### src/rtl/cmap_pkg.sv
package cmap_pkg;
  localparam int BUS_W = 24;
  localparam logic [15:0] REG_PAGE = 16'hA130;

  typedef enum logic [1:0] {
    CTL_ROM      = 2'b00,
    CTL_SAVE_RW  = 2'b01,
    CTL_ROM_ALT  = 2'b10,
    CTL_SAVE_RO  = 2'b11
  } ctl_mode_e;

  function automatic logic in_reg_page(input logic [BUS_W-1:0] a);
    return a[BUS_W-1:8] == REG_PAGE;
  endfunction

  function automatic logic lane_ok(input logic is_byte, input logic a0);
    return !is_byte || a0;
  endfunction
endpackage

### src/rtl/cmap_wdec.sv
module cmap_wdec
  import cmap_pkg::*;
#(
  parameter int BANK_W = 6,
  parameter int IDX_W  = 3
) (
  input  logic              bus_sel,
  input  logic              bus_we,
  input  logic              bus_byte,
  input  logic [BUS_W-1:0]  bus_addr,
  input  logic [15:0]       bus_wdata,
  output logic              wr_en,
  output logic [IDX_W-1:0]  wr_idx,
  output logic [BANK_W-1:0] wr_val
);
  logic [15:0] val16;
  logic        unused_bits;

  assign wr_en  = bus_sel && bus_we && in_reg_page(bus_addr)
                  && lane_ok(bus_byte, bus_addr[0]);
  assign wr_idx = bus_addr[IDX_W:1];
  assign val16  = bus_byte ? {8'h00, bus_wdata[7:0]} : bus_wdata;
  assign wr_val = val16[BANK_W-1:0];

  assign unused_bits = ^{val16[15:BANK_W], bus_addr[7:IDX_W+1]};
endmodule

### src/rtl/cmap_regfile.sv
module cmap_regfile #(
  parameter int NUM_WIN = 8,
  parameter int BANK_W  = 6,
  parameter int IDX_W   = 3
) (
  input  logic                           clk,
  input  logic                           rst_n,
  input  logic                           wr_en,
  input  logic [IDX_W-1:0]               wr_idx,
  input  logic [BANK_W-1:0]              wr_val,
  output logic [NUM_WIN-1:0][BANK_W-1:0] banks
);
  for (genvar i = 0; i < NUM_WIN; i++) begin : g_reg
    localparam logic [BANK_W-1:0] RST_VAL = BANK_W'(i);
    logic [BANK_W-1:0] r;
    always_ff @(posedge clk or negedge rst_n) begin
      if (!rst_n)
        r <= RST_VAL;
      else if (wr_en && wr_idx == IDX_W'(i))
        r <= wr_val;
    end
    assign banks[i] = r;
  end
endmodule

### src/rtl/cmap_xlate.sv
module cmap_xlate
  import cmap_pkg::*;
#(
  parameter int NUM_WIN   = 8,
  parameter int BANK_W    = 6,
  parameter int WIN_BITS  = 3,
  parameter int PAGE_BITS = 19
) (
  input  logic                           bus_sel,
  input  logic                           bus_we,
  input  logic [BUS_W-1:0]               bus_addr,
  input  logic [NUM_WIN-1:0][BANK_W-1:0] banks,
  output logic [BANK_W+PAGE_BITS-1:0]    rom_addr,
  output logic                           rom_sel,
  output logic                           save_sel,
  output logic                           save_we,
  output logic [WIN_BITS+PAGE_BITS-2:0]  save_off,
  output logic                           ovl_on
);
  localparam int CART_W = WIN_BITS + PAGE_BITS;
  localparam int PHYS_W = BANK_W + PAGE_BITS;

  function automatic logic [PHYS_W-1:0] map_phys(input logic [BANK_W-1:0] bank,
                                                 input logic [PAGE_BITS-1:0] off);
    return {bank, off};
  endfunction

  logic                cart_hit;
  logic                save_region;
  logic [WIN_BITS-1:0] win;
  logic [BANK_W-1:0]   bank;
  ctl_mode_e           mode;
  logic                unused_bits;

  assign cart_hit    = bus_addr[BUS_W-1:CART_W] == '0;
  assign save_region = bus_addr[CART_W-1];
  assign win         = bus_addr[CART_W-1:PAGE_BITS];
  assign mode        = ctl_mode_e'(banks[0][1:0]);
  assign ovl_on      = banks[0][0];

  assign bank     = (win == '0) ? '0 : banks[win];
  assign rom_addr = map_phys(bank, bus_addr[PAGE_BITS-1:0]);
  assign save_off = bus_addr[CART_W-2:0];

  assign save_sel = bus_sel && cart_hit && save_region && ovl_on;
  assign rom_sel  = bus_sel && cart_hit && !(save_region && ovl_on);
  assign save_we  = save_sel && bus_we && (mode == CTL_SAVE_RW);

  assign unused_bits = ^banks[0][BANK_W-1:2];
endmodule

### src/rtl/cart_bank_mapper.sv
module cart_bank_mapper
  import cmap_pkg::*;
#(
  parameter int BANK_W    = 6,
  parameter int WIN_BITS  = 3,
  parameter int PAGE_BITS = 19
) (
  input  logic                                clk,
  input  logic                                rst_n,
  input  logic                                bus_sel,
  input  logic                                bus_we,
  input  logic                                bus_byte,
  input  logic [23:0]                         bus_addr,
  input  logic [15:0]                         bus_wdata,
  output logic [BANK_W+PAGE_BITS-1:0]         rom_addr,
  output logic                                rom_sel,
  output logic                                save_sel,
  output logic                                save_we,
  output logic [WIN_BITS+PAGE_BITS-2:0]       save_off
);
  localparam int NUM_WIN = 1 << WIN_BITS;
  localparam int IDX_W   = WIN_BITS;

  logic                           wr_en;
  logic [IDX_W-1:0]               wr_idx;
  logic [BANK_W-1:0]              wr_val;
  logic [NUM_WIN-1:0][BANK_W-1:0] banks;
  logic                           ovl_on;

  cmap_wdec #(.BANK_W(BANK_W), .IDX_W(IDX_W)) u_wdec (
    .bus_sel  (bus_sel),
    .bus_we   (bus_we),
    .bus_byte (bus_byte),
    .bus_addr (bus_addr),
    .bus_wdata(bus_wdata),
    .wr_en    (wr_en),
    .wr_idx   (wr_idx),
    .wr_val   (wr_val)
  );

  cmap_regfile #(.NUM_WIN(NUM_WIN), .BANK_W(BANK_W), .IDX_W(IDX_W)) u_regs (
    .clk   (clk),
    .rst_n (rst_n),
    .wr_en (wr_en),
    .wr_idx(wr_idx),
    .wr_val(wr_val),
    .banks (banks)
  );

  cmap_xlate #(.NUM_WIN(NUM_WIN), .BANK_W(BANK_W), .WIN_BITS(WIN_BITS),
               .PAGE_BITS(PAGE_BITS)) u_xlate (
    .bus_sel (bus_sel),
    .bus_we  (bus_we),
    .bus_addr(bus_addr),
    .banks   (banks),
    .rom_addr(rom_addr),
    .rom_sel (rom_sel),
    .save_sel(save_sel),
    .save_we (save_we),
    .save_off(save_off),
    .ovl_on  (ovl_on)
  );
endmodule

### config.mk
export PLATFORM = sky130hd
export DESIGN_NAME = cart_bank_mapper
export DESIGN_NICKNAME = d
export VERILOG_FILES = /design/src/rtl/cmap_pkg.sv /design/src/rtl/cmap_wdec.sv /design/src/rtl/cmap_regfile.sv /design/src/rtl/cmap_xlate.sv /design/src/rtl/cart_bank_mapper.sv
export SDC_FILE = /design/constraint.sdc
export NUM_CORES = 1
export LEC_CHECK = 0
export ABC_AREA = 1
export BUFFER_PORTS_ARGS = -buffer_cell sky130_fd_sc_hd__buf_2
export CAP_MARGIN = 25
export CELL_PAD_IN_SITES_DETAIL_PLACEMENT = 2
export CELL_PAD_IN_SITES_GLOBAL_PLACEMENT = 2
export CORE_UTILIZATION = 28
export CTS_CLUSTER_SIZE = 10
export DETAILED_ROUTE_END_ITERATION = 7
export PLACE_DENSITY = 0.83
export SLEW_MARGIN = 10
export SYNTH_ARGS = -nofsm -noshare
export SYNTH_HDL_FRONTEND = slang
export SYNTH_SLANG_ARGS = --single-unit
export TNS_END_PERCENT = 1
### constraint.sdc
create_clock -name clk -period 0.95 [get_ports clk]
set_input_delay 0.0475 -clock clk [delete_from_list [all_inputs] [get_ports clk]]
set_output_delay 0.0475 -clock clk [all_outputs]
set_load 0.01 [all_outputs]
==> impl_metrics.py <==
metrics = {
    "floorplanning": {
        "start_util_pct": 29.4,
        "coreArea_um2": 9950,
        "ios": 94,
        "die_x_um": 104,
        "die_h_um": 104,
        "die-area_um2": 10900,
        "row_count": 36,
    },
    "pwr": {
        "power.density_nw_per_um2": 1130,
        "p_leak_nw": 1.95,
        "peakVddDrop_uv": 444,
    },
    "clocking": {
        "clkLatencyLatePin_ps": 310,
        "cts_tree": "built",
        "clock-sinks": 47,
        "cts-root-buf": "clkbuf_8",
        "clk_path_buf_depth": 2,
        "cts_inserted_buffers": 5,
        "clk_pin_slew_ps": 90,
        "h-tree-depth": 2,
    },
    "critical_path": {
        "critPathRequiredTime_ps": 900,
        "start_kind": "register",
        "worstPathCellList": "o21ai_2 -> o22ai_2 -> nand2_1 -> nand2_1 -> buf_2",
        "crit_slowest_cell": "dfstp_2",
        "crit_top_cell": "nand2_1",
        "criticalPathCategory": "reg2out",
        "crit_family": "flip-flops",
        "max_stage_delay_ps": 560,
        "crit_buf_inv": 1,
        "path_max_fanout": 2,
        "crit_arrival_ps": 1400,
        "crit_path_end_kind": "output pin",
    },
    "synth": {
        "synth.largest_area_cell": "dfrtp_1",
        "ys_seq_elements": 47,
        "synth-simple-area-share_pct": 35.7,
        "netlist_area_um2": 2930,
        "synth_top_family_by_area": "simple AND/OR/NAND/NOR gates",
        "yosysWarnings": 0,
        "synth.top_cells.by_area": "dfrtp_1, nand2_1, nand4_1",
        "ys.flop_type": "dfrtp_1",
        "synthXorXnorAreaFrac_pct": 0,
        "synth.most_common_cell": "nand2_1",
        "synth_cells": 390,
        "synth_edf_count": 0,
        "synth.top_cell.area_share_pct": 29.9,
        "synth_compound_area_share_pct": 7.01,
        "synth_cell_types": 22,
        "synth_mux_area_share_pct": 0,
        "yosys-top-cells-count": "nand2_1, nand4_1, buf_4",
        "ys_async_sr_fraction_pct": 100,
        "synth_fp_nets": 435,
        "yosysSeqAreaShare_pct": 40.7,
        "synth_area_per_cell_um2": 7.51,
        "synth_fa_ha_area_share_pct": 0,
    },
    "route": {
        "via_per_inst": 5.23,
        "drtAntennaViolNets": 0,
        "drc": 0,
        "vias": 3107,
        "dr.first_iter.drc_count": 139,
        "drt-total-wl_um": 11400,
        "dr.pass1.iters": 4,
        "wl_per_cell_um": 19.3,
    },
    "grt": {
        "track_usage_pct": 21.7,
        "grt_pass1_vias": 3419,
        "grt_max_degree": 48,
        "grt_first_pass_wirelength_um": 18500,
        "antenna_found_initial": 0,
        "overflow": 0,
    },
    "outcome": {
        "violations": "setup timing",
        "status": "complete, but fails checks",
    },
    "sta": {
        "hold_violations": 0,
        "rsz0062_at_grt": "yes",
        "clock_skew_ps": 0,
        "slew_headroom_pct": 71.3,
        "fin_crit_sh_pct": 152,
        "tns_ps": -9480,
        "setup_ws_ps": -498,
        "setup_violations": 55,
        "final_max_slew_viol_count": 0,
        "fmax_mhz": 691,
        "period_minus_slack_ps": 1450,
        "worst_pin_slew_ps": 429,
    },
    "placement": {
        "gp_congestion": 0.790,
        "post-place-ws_ps": -589,
        "dpl.hpwl_um": 8350,
        "port_buffers": 71,
    },
    "finish": {
        "drive_above_1_share_pct": 37.1,
        "fillers": 1157,
        "largest_reg_flops": 47,
        "top_register": "u_regs.g.r",
        "reg_top3": "u_regs.g.r (47)",
        "syn_to_final_growth_pct": 26.1,
        "antennaDiodeCount": 0,
        "fin_nets": 505,
    },
    "min_path": {
        "hold_path_class": "in2reg",
    },
    "flow_run": {
        "maxCapViolations": 0,
    },
}
## tightest hold or removal path: cells and delay by family
family                 cells  cell delay [ps]
buffers and inverters      1              180
and+or+nand+nor            2              180
## metrics by stage
stage          utilization (%)  cells  instance area, um2  power (W)  hold slack (ps)
2_1_floorplan                -    390                2940    0.00244             -248
3_3_place_gp              35.3    585                3510    0.00275             54.4
3_5_place_dp              35.3    585                3510    0.00278             53.2
4_1_cts                   37.1    595                3690    0.00418             81.3
5_1_grt                   37.1    594                3690    0.00431             94.4
6_report                  37.1    594                3690    0.00417             87.2
## cell type report
| class | count | area [um2] | share of cell area (%) |
|---|---|---|---|
| clock buffer | 8 | 100 | 2.71 |
| inverter | 18 | 67.6 | 1.83 |
| multi-input combinational | 261 | 1340 | 36.3 |
| tap | 133 | 166 | 4.51 |
| sequential | 47 | 1190 | 32.2 |
| timing repair buffer | 127 | 828 | 22.4 |
## cells by family after synthesis
family / Yosys count
DFF: 47
buffers and inverters: 82
AOI/OAI and AO/OA: 37
and+or+nand+nor: 224
## cells in the final DEF (no fill, tap or decap), drive strengths merged, types with 9 or more instances in the layout
cell type	count
nand4	56
dfstp	12
o22ai	10
nor2	37
dfrtp	35
inv	18
o21ai	24
buf	126
nor3	9
nand2	120
## report_power, final
group | internal, W | switching (W)
Clock | 0.000666 | 0.000720
Sequential | 0.00200 | 0.0000000290
Combinational | 0.000298 | 0.000481
Total | 0.00297 | 0.00120
## repair_timing
action	in CTS	in global routing
gates resized for setup	19	6
pin swaps	8	7
setup buffers	1	0
endpoints found under the hold margin	47	0
endpoints found under the setup margin	56	56
gates cloned	0	0
hold buffers	1	0
## routing by layer
| metal | GRT usage (%) | vias up | wire length [um] |
|---|---|---|---|
| li1 | - | 1405 | - |
| met1 | 26.4 | 1586 | 4940 |
| met2 | 39.4 | 98 | 5870 |
| met3 | 2.94 | 18 | 440 |
| met4 | 6.33 | 0 | 197 |
| met5 | 0 | - | 0 |
## path summary, 6_finish.rpt
| check | slack, ps | end | depth (start not counted) | from |
|---|---|---|---|---|
| worst max-delay path | -500 | rom_addr[21] | 5 | u_regs.g_reg[6].r[2]$_DFFE_PN1P_ |
| worst min-delay path | 90 | u_regs.g_reg[1].r[0]$_DFFE_PN1P_ | 3 | bus_wdata[0] |
| worst max register to register | 100 | u_regs.g_reg[2].r[1]$_DFFE_PN1P_ | 3 | u_regs.g_reg[2].r[1]$_DFFE_PN1P_ |
| worst min register to register | 470 | u_regs.g_reg[4].r[2]$_DFFE_PN1P_ | 2 | u_regs.g_reg[4].r[2]$_DFFE_PN1P_ |
| max in group asynchronous | 420 | u_regs.g_reg[3].r[1]$_DFFE_PN1P_ | 3 | rst_n |
| min in group asynchronous | 250 | u_regs.g_reg[7].r[4]$_DFFE_PN0P_ | 3 | rst_n |
Note: power is estimated with default switching activity, not from simulation.
